## src/rtl/spi_fifo_pkg.sv

```systemverilog
// Shared constants for the SPI FIFO pair: field positions of the status,
// enable, control and level words, and the flag index to bit mapping.
package spi_fifo_pkg;
    localparam int NUM_FLAGS      = 3;
    localparam int FLAG_RX_HI     = 4;
    localparam int FLAG_TX_LO     = 12;
    localparam int FLAG_DONE      = 16;
    localparam int RX_CNT_LSB     = 0;
    localparam int TX_CNT_LSB     = 16;
    localparam int CNT_FIELD_W    = 7;
    localparam int CTL_TX_RST_BIT = 8;
    localparam int CTL_RX_RST_BIT = 9;
    localparam logic [31:0] FLAG_MASK = (32'd1 << FLAG_RX_HI) | (32'd1 << FLAG_TX_LO) | (32'd1 << FLAG_DONE);
    localparam logic [31:0] CTL_MASK  = (32'd1 << CTL_TX_RST_BIT) | (32'd1 << CTL_RX_RST_BIT);

    // Bit position in the status/enable words of flag index idx.
    function automatic int flag_pos(input int idx);
        case (idx)
            0:       return FLAG_RX_HI;
            1:       return FLAG_TX_LO;
            default: return FLAG_DONE;
        endcase
    endfunction
endpackage

```

## src/rtl/spi_byte_queue.sv

```systemverilog
// Byte queue with a flush input, drop-on-full push and drop-on-empty pop.
// Assumes DEPTH is a power of two. Read data is the head byte, or zero when empty.
module spi_byte_queue #(
    parameter int DEPTH = 64,
    parameter int W     = 8,
    localparam int AW   = $clog2(DEPTH),
    localparam int CW   = AW + 1
) (
    input  logic          clk,
    input  logic          rst_n,
    input  logic          flush,
    input  logic          push,
    input  logic [W-1:0]  wdata,
    input  logic          pop,
    output logic [W-1:0]  rdata,
    output logic [CW-1:0] count
);
    logic [W-1:0]  mem [DEPTH];
    logic [AW-1:0] wr_ptr, rd_ptr;
    logic          full, empty, do_push, do_pop;

    assign full    = (count == CW'(DEPTH));
    assign empty   = (count == '0);
    assign do_push = push && !full && !flush;
    assign do_pop  = pop && !empty && !flush;
    assign rdata   = empty ? '0 : mem[rd_ptr];

    // Storage write for accepted pushes.
    always_ff @(posedge clk) begin
        if (do_push) mem[wr_ptr] <= wdata;
    end

    // Pointer and occupancy tracking, flush has priority.
    always_ff @(posedge clk) begin
        if (!rst_n || flush) begin
            wr_ptr <= '0;
            rd_ptr <= '0;
            count  <= '0;
        end else begin
            if (do_push) wr_ptr <= wr_ptr + 1'b1;
            if (do_pop)  rd_ptr <= rd_ptr + 1'b1;
            count <= count + CW'(do_push) - CW'(do_pop);
        end
    end


    full_push_hold_chk: assert property (@(posedge clk) disable iff (!rst_n)
        (push && !pop && !flush && full) |=> (count == CW'(DEPTH)))
        else $error("push to full queue changed count");

    empty_pop_zero_chk: assert property (@(posedge clk) disable iff (!rst_n)
        (pop && empty) |-> (rdata == '0))
        else $error("empty queue returned non-zero data");

    empty_pop_hold_chk: assert property (@(posedge clk) disable iff (!rst_n)
        (pop && !push && !flush && empty) |=> (count == '0))
        else $error("pop from empty queue changed count");

    flush_empty_chk: assert property (@(posedge clk) disable iff (!rst_n)
        flush |=> (count == '0))
        else $error("flush did not empty queue");
endmodule

```

## src/rtl/spi_flag_status.sv

```systemverilog
// Pending flags (write one to clear, re-armed by their level condition each
// cycle), the enable register and the combined interrupt line.
// Assumes counts are CW bits wide and thresholds fit in that width.
module spi_flag_status
    import spi_fifo_pkg::*;
#(
    parameter int CW    = 7,
    parameter int RX_HI = 48,
    parameter int TX_LO = 16
) (
    input  logic          clk,
    input  logic          rst_n,
    input  logic [CW-1:0] rx_count,
    input  logic [CW-1:0] tx_count,
    input  logic          xfer_done,
    input  logic          clr_we,
    input  logic [31:0]   clr_data,
    input  logic          en_we,
    input  logic [31:0]   en_data,
    output logic [31:0]   status,
    output logic [31:0]   enable,
    output logic          irq
);
    logic [NUM_FLAGS-1:0] pend, en, cond;
    logic                 unused_bits;

    assign cond[0] = (rx_count >= CW'(RX_HI));
    assign cond[1] = (tx_count <= CW'(TX_LO));
    assign cond[2] = xfer_done;
    assign unused_bits = ^(clr_data & ~FLAG_MASK) ^ ^(en_data & ~FLAG_MASK);

    for (genvar i = 0; i < NUM_FLAGS; i++) begin : g_flag
        localparam int P = flag_pos(i);
        // Pending bit: clear on written one, set again while its condition holds.
        always_ff @(posedge clk) begin
            if (!rst_n) pend[i] <= 1'b0;
            else        pend[i] <= (pend[i] & ~(clr_we & clr_data[P])) | cond[i];
        end
        // Enable bit: loaded from its field on an enable write.
        always_ff @(posedge clk) begin
            if (!rst_n)     en[i] <= 1'b0;
            else if (en_we) en[i] <= en_data[P];
        end


        w1c_clear_chk: assert property (@(posedge clk) disable iff (!rst_n)
            (clr_we && clr_data[P] && !cond[i]) |=> !pend[i])
            else $error("written-one flag did not clear");

        rearm_chk: assert property (@(posedge clk) disable iff (!rst_n)
            cond[i] |=> pend[i])
            else $error("flag missing while condition held");

        sticky_chk: assert property (@(posedge clk) disable iff (!rst_n)
            (pend[i] && !(clr_we && clr_data[P])) |=> pend[i])
            else $error("flag dropped without a clear");
    end

    // Spread internal flag vectors to their word positions.
    always_comb begin
        status = '0;
        enable = '0;
        for (int k = 0; k < NUM_FLAGS; k++) begin
            status[flag_pos(k)] = pend[k];
            enable[flag_pos(k)] = en[k];
        end
    end

    assign irq = |(pend & en);
endmodule

```

## src/rtl/spi_fifo_pair.sv

```systemverilog
// SPI FIFO pair: transmit queue (bus pushes, engine pops), receive queue
// (engine pushes, bus pops), level word, pending flags and interrupt.
// Assumes DEPTH is a power of two no larger than 64 so counts fit 7-bit fields.
module spi_fifo_pair
    import spi_fifo_pkg::*;
#(
    parameter int DEPTH = 64
) (
    input  logic        clk,
    input  logic        rst_n,
    input  logic        bus_tx_push,
    input  logic [7:0]  bus_tx_data,
    input  logic        bus_rx_pop,
    output logic [7:0]  bus_rx_data,
    input  logic        eng_tx_pop,
    output logic [7:0]  eng_tx_data,
    input  logic        eng_rx_push,
    input  logic [7:0]  eng_rx_data,
    input  logic        eng_xfer_done,
    input  logic        ctl_we,
    input  logic [31:0] ctl_wdata,
    input  logic        ien_we,
    input  logic [31:0] ien_wdata,
    output logic [31:0] ien_q,
    input  logic        sts_we,
    input  logic [31:0] sts_wdata,
    output logic [31:0] sts_q,
    output logic [31:0] fifo_level,
    output logic        irq
);
    localparam int CW    = $clog2(DEPTH) + 1;
    localparam int RX_HI = (DEPTH * 3) / 4;
    localparam int TX_LO = DEPTH / 4;

    logic [CW-1:0] tx_count, rx_count;
    logic          tx_flush, rx_flush, ctl_unused;

    assign tx_flush   = ctl_we && ctl_wdata[CTL_TX_RST_BIT];
    assign rx_flush   = ctl_we && ctl_wdata[CTL_RX_RST_BIT];
    assign ctl_unused = ^(ctl_wdata & ~CTL_MASK);

    spi_byte_queue #(.DEPTH(DEPTH), .W(8)) u_txq (
        .clk(clk), .rst_n(rst_n), .flush(tx_flush),
        .push(bus_tx_push), .wdata(bus_tx_data),
        .pop(eng_tx_pop), .rdata(eng_tx_data), .count(tx_count)
    );

    spi_byte_queue #(.DEPTH(DEPTH), .W(8)) u_rxq (
        .clk(clk), .rst_n(rst_n), .flush(rx_flush),
        .push(eng_rx_push), .wdata(eng_rx_data),
        .pop(bus_rx_pop), .rdata(bus_rx_data), .count(rx_count)
    );

    spi_flag_status #(.CW(CW), .RX_HI(RX_HI), .TX_LO(TX_LO)) u_flags (
        .clk(clk), .rst_n(rst_n), .rx_count(rx_count), .tx_count(tx_count),
        .xfer_done(eng_xfer_done), .clr_we(sts_we), .clr_data(sts_wdata),
        .en_we(ien_we), .en_data(ien_wdata), .status(sts_q), .enable(ien_q),
        .irq(irq)
    );

    // Place both counts in their fixed fields of the level word.
    always_comb begin
        fifo_level = '0;
        fifo_level[RX_CNT_LSB +: CNT_FIELD_W] = CNT_FIELD_W'(rx_count);
        fifo_level[TX_CNT_LSB +: CNT_FIELD_W] = CNT_FIELD_W'(tx_count);
    end


    level_range_chk: assert property (@(posedge clk) disable iff (!rst_n)
        (fifo_level[6:0] <= 7'(DEPTH)) && (fifo_level[22:16] <= 7'(DEPTH)))
        else $error("queue count beyond depth");

    irq_needs_enable_chk: assert property (@(posedge clk) disable iff (!rst_n)
        (ien_q == '0) |-> !irq)
        else $error("interrupt with all enables off");
endmodule

```

## config.mk

```make
export PLATFORM = sky130hd
export DESIGN_NAME = spi_fifo_pair
export DESIGN_NICKNAME = d
export VERILOG_FILES = /design/src/rtl/spi_fifo_pkg.sv /design/src/rtl/spi_byte_queue.sv /design/src/rtl/spi_flag_status.sv /design/src/rtl/spi_fifo_pair.sv
export SDC_FILE = /design/constraint.sdc
export NUM_CORES = 1
export LEC_CHECK = 0
export ABC_CLOCK_PERIOD_IN_PS = 4500
export BUFFER_PORTS_ARGS = -buffer_cell sky130_fd_sc_hd__buf_2
export CORE_ASPECT_RATIO = 0.9
export CORE_MARGIN = 5
export CORE_UTILIZATION = 49
export DETAILED_ROUTE_END_ITERATION = 12
export GPL_ROUTABILITY_DRIVEN = 0
export PLACE_DENSITY = 0.64
export SYNTH_ARGS = -nofsm -noshare
export SYNTH_HDL_FRONTEND = slang
export SYNTH_SLANG_ARGS = --single-unit
```

## constraint.sdc

```tcl
create_clock -name clk -period 4.5 [get_ports clk]
set_input_delay 0.225 -clock clk [delete_from_list [all_inputs] [get_ports clk]]
set_output_delay 0.225 -clock clk [all_outputs]
set_load 0.01 [all_outputs]
```

==> results.toml, run 1 <==
[finish]
nNetsFinal = 2524
layout.cells.non_filler = 3620
n_fill_cell = 6582
diodes = 0
final_util = 0.553
regArea_sq_um = 31900
areaGrowthSynthToFinish_pct = 12.5
multi_input_area_sq_um = 10100
drive_gt1_frac = 0.234

[setup_path]
critPathLaunchType = "register"
reg2reg_depth = 8
ff2ff_setup_slack_ps = 800
r2r_end = "u_rxq.mem[2][4]$_DFFE_PP_"
crit_cells = 6
slowest_stage = "dfxtp_4"
cp_max_fo = 44
crit_path_end = "bus_rx_data[7]"
cp.required_ps = 4280
slowest_delay_ps = 980
path_delay_family = "flip-flops"
regToRegStartpoint = "u_rxq.count[4]$_SDFF_PP0_"
critPathKind = "reg -> out"
crit_buf_inv = 2
arrival_ps = 3930
worstSetupEndpointType = "output pin"
worstPathCellList = "buf_4 > mux4_2 > mux2i_1 > o32ai_1 > or4_1 > buf_2"

[timing]
hold_viol = 0
setup_ws_ps = 349
timing.fmax_ghz = 0.241
hold_slack_ps = 46.9
finalMaxSlewViolations = 0
rsz0062_at_grt = "no"
max_slew_margin = 0.132
fin_crit_sh = 0.923
fin_crit_ps = 4150
setup_viol = 0
worst_pin_slew_ps = 1300
setup-tns-final_ps = 0
fin_worst_skew_ps = 47.0

[cts]
cts.sinks = 1080
insertion_delay_ps = 690
ctsResizeCount = 0
cts_buffers = 109
clk_pin_slew_worst_paths_ps = 60
post_cts.repair.setup_buffers = 0
htreeDepth = 3
cts_buffer_depth = 3
cts_root_buf = "clkbuf_16"
cts_tree = "yes"

[yosys]
synthSimpleGateAreaFrac = 0.0432
synth-xor-area-share = 0.00510
synth_area_sq_um = 42900
synth_most_common_cell = "edfxtp_1"
synth_top_area_share = 0.716
synthAdderAreaFrac = 0.00822
synthTopCellsByCount = "edfxtp_1 (1,024), mux4_2 (258), nor2_1 (205)"
ys_top_cells_by_area = "edfxtp_1 (72%), mux4_2 (14%), dfxtp_1 (2.6%)"
ys_seq_area_frac = 0.742
synth-compound-area-share = 0.0253
ys_async_sr_fraction = 0
syn_area_per_cell_sq_um = 19.4
synthCells = 2209
synth_top_family_by_area = "multiplexers"
synth_seq_cells = 1080
synth_ff_type = "edfxtp_1"
yosys_warnings = 0
synthMuxAreaShare = 0.147
synth_edf_count = 1024
ys_types = 65
yosysTopAreaCell = "edfxtp_1"

[placed_design]
place_hpwl_um = 58500
place_ws_ps = 839
numPortBuffers = 70
place_inst = 3398

[detailed_routing]
drtIter0Drc = 2631
viasPerCell = 5.92
wl_um = 95600
dr.pass1.iters = 6
ant_nets = 0
vias = 21400
drc_errors = 0
wl_per_cell_um = 26.4

[global_routing]
grt_max_degree = 65
grt_usage = 0.202
grt_pass1_vias = 21600
grt_overflow = 0
antenna_found_initial = 0
grt_first_pass_wirelength_um = 142000

[power]
p_leak_nw = 15.1
vdd_drop_max_v = 0.000349
powerDensity_nw_per_um2 = 480

[floorplanning]
ios = 235
rows = 103
start_util = 0.491
die_w_um = 322
core-area_sq_um = 87400
die_y_um = 291
die-area_sq_um = 93600

[hold_path]
worst_hold_path_type = "in -> reg"

[job]
maxCapViolCount = 0

[run_status]
status = "completed"
[per-layer routing]
metal	routed length (um)	track usage	up-vias	part of all wire
li1	-	-	9127	-
met1	41300	0.311	11200	0.43
met2	43600	0.299	929	0.46
met3	8590	0.0451	150	0.090
met4	2070	0.0461	0	0.022
met5	0	0	-	0
[metrics by stage]
| step | power [mW] | cell area, sq um |
|---|---|---|
| 5_1_grt | 24.0 | 48300 |
| 3_3_place_gp | 14.5 | 44500 |
| 2_1_floorplan | 13.6 | 43200 |
| 4_1_cts | 23.3 | 48300 |
| 6_report | 23.2 | 48300 |
| 3_5_place_dp | 14.6 | 44500 |
[how the worst min path moves through the flow]
| stage | cells past startpoint | slack, ps | to | startpoint |
|---|---|---|---|---|
| 2_1_floorplan | 0 | 320 | u_rxq.mem[0][0]$_DFFE_PP_ | eng_rx_data[0] |
| 3_3_place_gp | 3 | 460 | u_flags.status[16]$_SDFF_PN0_ | eng_xfer_done |
| 3_5_place_dp | 3 | 470 | u_flags.status[16]$_SDFF_PN0_ | eng_xfer_done |
| 4_1_cts | 4 | 20 | u_rxq.wr_ptr[0]$_SDFFE_PP0N_ | eng_rx_push |
| 5_1_grt | 4 | 50 | u_rxq.wr_ptr[0]$_SDFFE_PP0N_ | eng_rx_push |
| 6_report | 4 | 50 | u_rxq.wr_ptr[0]$_SDFFE_PP0N_ | eng_rx_push |
[registers in the layout, summed over array words and instances (netlist names), named ones only]
| signal | cells |
|---|---|
| u_rxq.mem | 512 |
| u_rxq.rd_ptr | 6 |
| u_txq.mem | 512 |
| u_rxq.count | 7 |
| u_flags.enable | 3 |
| u_txq.wr_ptr | 6 |
| u_rxq.wr_ptr | 6 |
| u_txq.rd_ptr | 6 |
| u_txq.count | 7 |
| u_flags.status | 3 |
[worst register-to-register path: cells and delay by family (launching register included)]
kind / cells / cell delay [ps]
flops: 1 / 410
fa+ha+maj: 1 / 200
compound gates: 1 / 310
buf+inv: 1 / 80
simple gates: 5 / 2310
[report_power, final]
part / internal [mW] / switching [mW]
combinational: 1.40 / 1.63
clock: 5.05 / 3.78
sequential: 11.1 / 0.233
[layout make-up]
cell class,count,share of cell area
Inverter,30,0.00233
Clock inverter,58,0.0125
Tap cell,1155,0.0299
Clock buffer,143,0.0606
Sequential cell,1080,0.660
Timing Repair Buffer,163,0.0249
Multi-Input combinational cell,991,0.209
[cells in the final DEF, fill, tap and decap left out, types with 16 or more instances in the layout]
cell type and n:
a21oi_1 24, buf_2 70, nor2b_1 21, edfxtp_1 1024
dfxtp_1 50, clkbuf_16 109, mux2i_1 39, clkbuf_1 27
conb_1 76, inv_1 28, nor2_1 205, mux4_2 258
buf_4 64, a211oi_1 23, nand3_1 24, dlygate4sd3_1 21
nor3_1 17, o21ai_0 20, xor2_1 16, o22ai_1 23
nand2_1 58, clkinv_1 26, ha_1 25
[cell families (layout without fill, tap and decap cells)]
| logic type | after synthesis | after routing |
|---|---|---|
| XOR/XNOR | 25 | 25 |
| other | 1 | 76 |
| adder cells (fa/ha/maj) | 27 | 27 |
| multiplexers | 305 | 305 |
| AND/OR/NAND/NOR | 402 | 402 |
| AO/OA/AOI/OAI | 156 | 156 |
| flip-flops | 1080 | 1080 |
| buffers and inverters | 213 | 394 |
[timing repair]
action	4_1_cts	5_1_grt
endpoints found under the hold margin	16	0
endpoints found under the setup margin	0	0
hold buffers	21	0
Note: power is estimated with default switching activity, not from simulation.
==> run 2: changes to the inputs <==
- ABC_AREA: default -> 1
- REMOVE_ABC_BUFFERS: default -> 1
==> results.toml, run 2 <==
[placed_design]
numPortBuffers = 70
place_hpwl_um = 62100
place_ws_ps = 1030

[power]
power.internal_mw = 17.5
switching_share = 0.290
p_switching_mw = 7.12
vdd_drop_max_v = 0.000453
powerDensity_nw_per_um2 = 492
power_frac_clock = 0.361
seq_power_share = 0.457
p_leak_nw = 18.1
pwr-share-comb = 0.182

[timing]
setup_ws_ps = 716
setup_viol = 0
rsz0062_at_grt = "no"
worst_pin_slew_ps = 1230
setup-tns-final_ps = 0
fin_crit_ps = 3780
fin_crit_sh = 0.841
fin_worst_skew_ps = 34.8
max_slew_margin = 0.183
finalMaxSlewViolations = 0
timing.fmax_ghz = 0.264
hold_slack_ps = 58.4
hold_viol = 0

[yosys]
syn_area_per_cell_sq_um = 11.3
synth_edf_count = 1024
ys_types = 34
synth_seq_cells = 1080
synthCells = 4007
yosys_warnings = 0
synth_top_area_share = 0.679
synth_ff_type = "edfxtp_1"
synth_area_sq_um = 45300
yosysTopAreaCell = "edfxtp_1"
synthTopCellsByCount = "nand2_1 (1,342), edfxtp_1 (1,024), nand3_1 (886)"
ys_async_sr_fraction = 0
ys_seq_area_frac = 0.704
ys_top_cells_by_area = "edfxtp_1 (68%), nand2_1 (11%), nand3_1 (9.8%)"
synth_most_common_cell = "nand2_1"

[setup_path]
path_delay_family = "buffers and inverters"
regToRegStartpoint = "u_rxq.count[2]$_SDFF_PP0_"
ff2ff_setup_slack_ps = 1080
arrival_ps = 3560
cp.required_ps = 4280
critPathLaunchType = "register"
worstPathCellList = "buf_12 > nand2_1 > nand3_1 > nand3_1 > nand2_1 > nand2_1 > nand3_1 > nand3_1 > a21oi_1 > buf_2"
r2r_end = "u_rxq.mem[48][3]$_DFFE_PP_"
slowest_delay_ps = 740
worstSetupEndpointType = "output pin"
slowest_stage = "buf_12"
crit_buf_inv = 2
reg2reg_depth = 9
critPathKind = "reg -> out"
cp_max_fo = 232
cp_common_cell = "nand3_1"

[hold_path]
whs_endpoint = "u_rxq.wr_ptr[1]$_SDFFE_PP0N_"
worst_hold_path_type = "in -> reg"
min_path_cells = 3
hold_path.startpoint = "eng_rx_push"

[global_routing]
grt_first_pass_wirelength_um = 165000
grt_overflow = 0
grt_pass1_vias = 27000
grt_max_degree = 233
antenna_found_initial = 0
grt_usage = 0.217

[cts]
insertion_delay_ps = 680
cts_tree = "yes"
cts.sinks = 1080
htreeDepth = 3
ctsResizeCount = 0
cts_buffers = 111
cts_buffer_depth = 3
cts_root_buf = "clkbuf_16"
clk_pin_slew_worst_paths_ps = 60

[finish]
mostFrequentLayoutCells = "nand2_1 (1,342), edfxtp_1 (1,024), nand3_1 (886)"
diodes = 0
nNetsFinal = 4205
areaGrowthSynthToFinish_pct = 10.2
layout_commonest_cell = "nand2_1"
drive_gt1_frac = 0.0795
reg.largest.list = "u_rxq.mem (512), u_txq.mem (512)"
final_util = 0.546

[detailed_routing]
wl_per_cell_um = 20.2
highest_layer = "met4"
wl_met3_um = 9110
wirelength_met1_um = 49000
wl_um = 109000
vias = 29300
drc_errors = 0
ant_nets = 0
drtIter0Drc = 3135
viasPerCell = 5.45
dr.pass1.iters = 6
met2WireLength_um = 48400

[floorplanning]
die-area_sq_um = 98600
die_w_um = 331
ios = 235
start_util = 0.495
die_y_um = 298
core-area_sq_um = 91400
rows = 105

[run_status]
status = "completed"

[job]
maxCapViolCount = 0
==> run 2: cell families (layout without fill, tap and decap cells) <==
group,Yosys count,in the layout,synth area share
other,1,76,0.0000828
DFF,1080,1080,0.704
adders and majority gates,27,27,0.00779
and+or+nand+nor,2441,2441,0.230
xor gates and xnor gates,1,1,0.000193
AOI/OAI and AO/OA,79,79,0.00920
buffers and inverters,378,446,0.0495
==> run 2: power groups by stage <==
stage | Clock (mW) | Sequential [mW] | Combinational [mW]
after CTS | 8.99 | 11.2 | 4.48
after floorplan | 0 | 11.7 | 2.68
final | 8.86 | 11.2 | 4.48
after global placement | 0 | 11.4 | 4.39
after global routing | 9.46 | 11.2 | 4.98
after detailed placement | 0 | 11.4 | 4.44
==> run 2: cell type report <==
cell class                      count  area, sq um
Clock inverter                     69          598
Fill cell                        7582        41500
Sequential cell                  1080        31900
Timing Repair Buffer              159         1170
Tap cell                         1230         1540
Inverter                           80          318
Multi-Input combinational cell   2624        11500
Clock buffer                      138         2920
==> run 2: what timing repair did <==
item,4_1_cts,5_1_grt
hold buffers,21,0
endpoints found under the setup margin,0,0
buffers inserted,0,0
endpoints found under the hold margin,9,0
==> run 2: stage by stage <==
step / instance area [sq um] / power, mW / std cells
floorplan: 43700 / 14.4 / 3784
finish: 49900 / 24.6 / 5380
detailed placement: 46200 / 15.9 / 5152
global placement: 46200 / 15.8 / 5152
CTS: 49900 / 24.7 / 5380
global route: 49900 / 25.7 / 5380
==> run 2: layer usage <==
layer,up-vias,GRT usage
met1,14100,0.335
li1,13900,-
met5,-,0
met2,1171,0.320
met3,165,0.0422
met4,0,0.0516
==> run 2: tightest hold or removal path, stage by stage <==
cell	delay, ps
buf_2	120
nand3_2	230
a21oi_1	100
==> run 2: worst max-delay path by stage <==
stage | slack (ps) | cells after the start | end | from
after floorplan | -3780 | 9 | bus_rx_data[0] | register
after global placement | 1230 | 9 | u_rxq.mem[48][3]$_DFFE_PP_ | u_rxq.count[2]$_SDFF_PP0_
after detailed placement | 1030 | 7 | u_rxq.mem[48][6]$_DFFE_PP_ | u_rxq.count[4]$_SDFF_PP0_
after CTS | 740 | 11 | eng_tx_data[5] | register
after global routing | 530 | 10 | eng_tx_data[7] | register
final | 720 | 10 | eng_tx_data[1] | register
==> run 3: changes to the inputs <==
- ABC_CLOCK_PERIOD_IN_PS: 4500 -> 3000
- PLACE_DENSITY: 0.64 -> 0.67
- clock period: 4.5 -> 3 ns (I/O delays scaled with it)
==> results.toml, run 3 (synthesized netlist as in run 2, its figures left out) <==
[run_status]
status = "completed"

[cts]
cts.sinks = 1080
clk_pin_slew_worst_paths_ps = 60
cts_buffers = 105
insertion_delay_ps = 680
cts_root_buf = "clkbuf_16"
htreeDepth = 3
cts_buffer_depth = 3
cts_tree = "yes"

[timing]
fin_worst_skew_ps = 42.4
hold_viol = 0
finalMaxSlewViolations = 0
max_slew_margin = 0.202
worst_pin_slew_ps = 1200
setup_ws_ps = 90.0
timing.fmax_ghz = 0.344
fin_crit_sh = 0.970
hold_slack_ps = 71.7
fin_crit_ps = 2910
setup_viol = 0

[detailed_routing]
dr.pass1.iters = 8
wl_um = 112000
ant_nets = 0
wl_per_cell_um = 20.2
viasPerCell = 5.45
drtIter0Drc = 3462
drc_errors = 0
vias = 30100

[placed_design]
place_ws_ps = 48.9
numPortBuffers = 70
place_hpwl_um = 65100

[setup_path]
worstSetupEndpointType = "output pin"
critPathKind = "reg -> out"
cp_max_fo = 36
ff2ff_setup_slack_ps = 190
arrival_ps = 2760
critPathLaunchType = "register"
cp.required_ps = 2850

[power]
p_leak_nw = 19.0
powerDensity_nw_per_um2 = 721
vdd_drop_max_v = 0.000650

[global_routing]
grt_usage = 0.217
grt_first_pass_wirelength_um = 167000
antenna_found_initial = 1
grt_pass1_vias = 28000
grt_overflow = 0
grt_max_degree = 114

[floorplanning]
die_w_um = 331
die-area_sq_um = 98600
core-area_sq_um = 91400
die_y_um = 298
ios = 235
rows = 105
start_util = 0.495

[finish]
reg.largest.list = "u_rxq.mem (512), u_txq.mem (512)"
layout_commonest_cell = "nand2_1"
mostFrequentLayoutCells = "nand2_1 (1,338), edfxtp_1 (1,024), nand3_1 (885)"
nNetsFinal = 4366
drive_gt1_frac = 0.115
areaGrowthSynthToFinish_pct = 13.7
diodes = 0

[hold_path]
worst_hold_path_type = "in -> reg"

[job]
maxCapViolCount = 0
## run 3: report_power, final
group,internal [mW],switching [mW]
sequential,16.7,0.182
combinational,2.41,5.07
clock,7.25,5.56
total,26.3,10.8
## run 3: critical path, cell delays in order (launching register included)
cell and delay, ps:
dfxtp_4 420, buf_12 190, buf_8 260, nand2_1 70, nand3_1 100, nand3_1 110, nand2_1 90, nand2_1 50
nand3_1 190, nand3_1 130, a21oi_1 270, buf_2 190
## run 3: timing repair
action                                 CTS  global route
pin swaps                                0             7
resized for setup                        8            40
setup endpoints to repair               16            18
hold buffers                            27             0
cloned                                   0             9
buffers inserted                         4            11
endpoints found under the hold margin  108             0
## run 3: layout make-up
| class | instances | area (sq um) |
|---|---|---|
| timing repair buffer | 326 | 2880 |
| multi-input combinational | 2624 | 11500 |
| clock buffer | 139 | 2840 |
| inverter | 80 | 347 |
| tap | 1230 | 1540 |
| clock inverter | 54 | 490 |
| fill | 7486 | 39900 |
| sequential | 1080 | 31900 |
## run 3: metal layers
layer / vias to the layer above / GRT usage / share of wire
met5: - / 0 / 0.00012
met4: 2 / 0.0534 / 0.023
met3: 180 / 0.0378 / 0.088
met2: 1301 / 0.332 / 0.45
met1: 14500 / 0.325 / 0.44
li1: 14200 / - / -
## run 3: path summary, 6_finish.rpt
path / startpoint / end / depth (start not counted)
max: register / bus_rx_data[5] / 11
min: ctl_wdata[9] / u_rxq.rd_ptr[1]$_SDFFE_PP0P_ / 6
max reg2reg: u_rxq.count[2]$_SDFF_PP0_ / u_rxq.count[6]$_SDFF_PP0_ / 21
min reg2reg: u_rxq.rd_ptr[5]$_SDFFE_PP0P_ / u_rxq.rd_ptr[5]$_SDFFE_PP0P_ / 3
## run 3: per-stage QoR
step,TNS [ps],area (sq um),instances,utilization,power [mW]
after CTS,-43.7,51000,5513,0.558,36.7
after floorplan,-83280,43700,3784,-,21.6
after detailed placement,0,47300,5289,0.517,24.0
after global routing,-35.0,51500,5533,0.563,38.7
final,0,51500,5533,0.563,37.1
after global placement,0,47300,5289,0.517,23.9
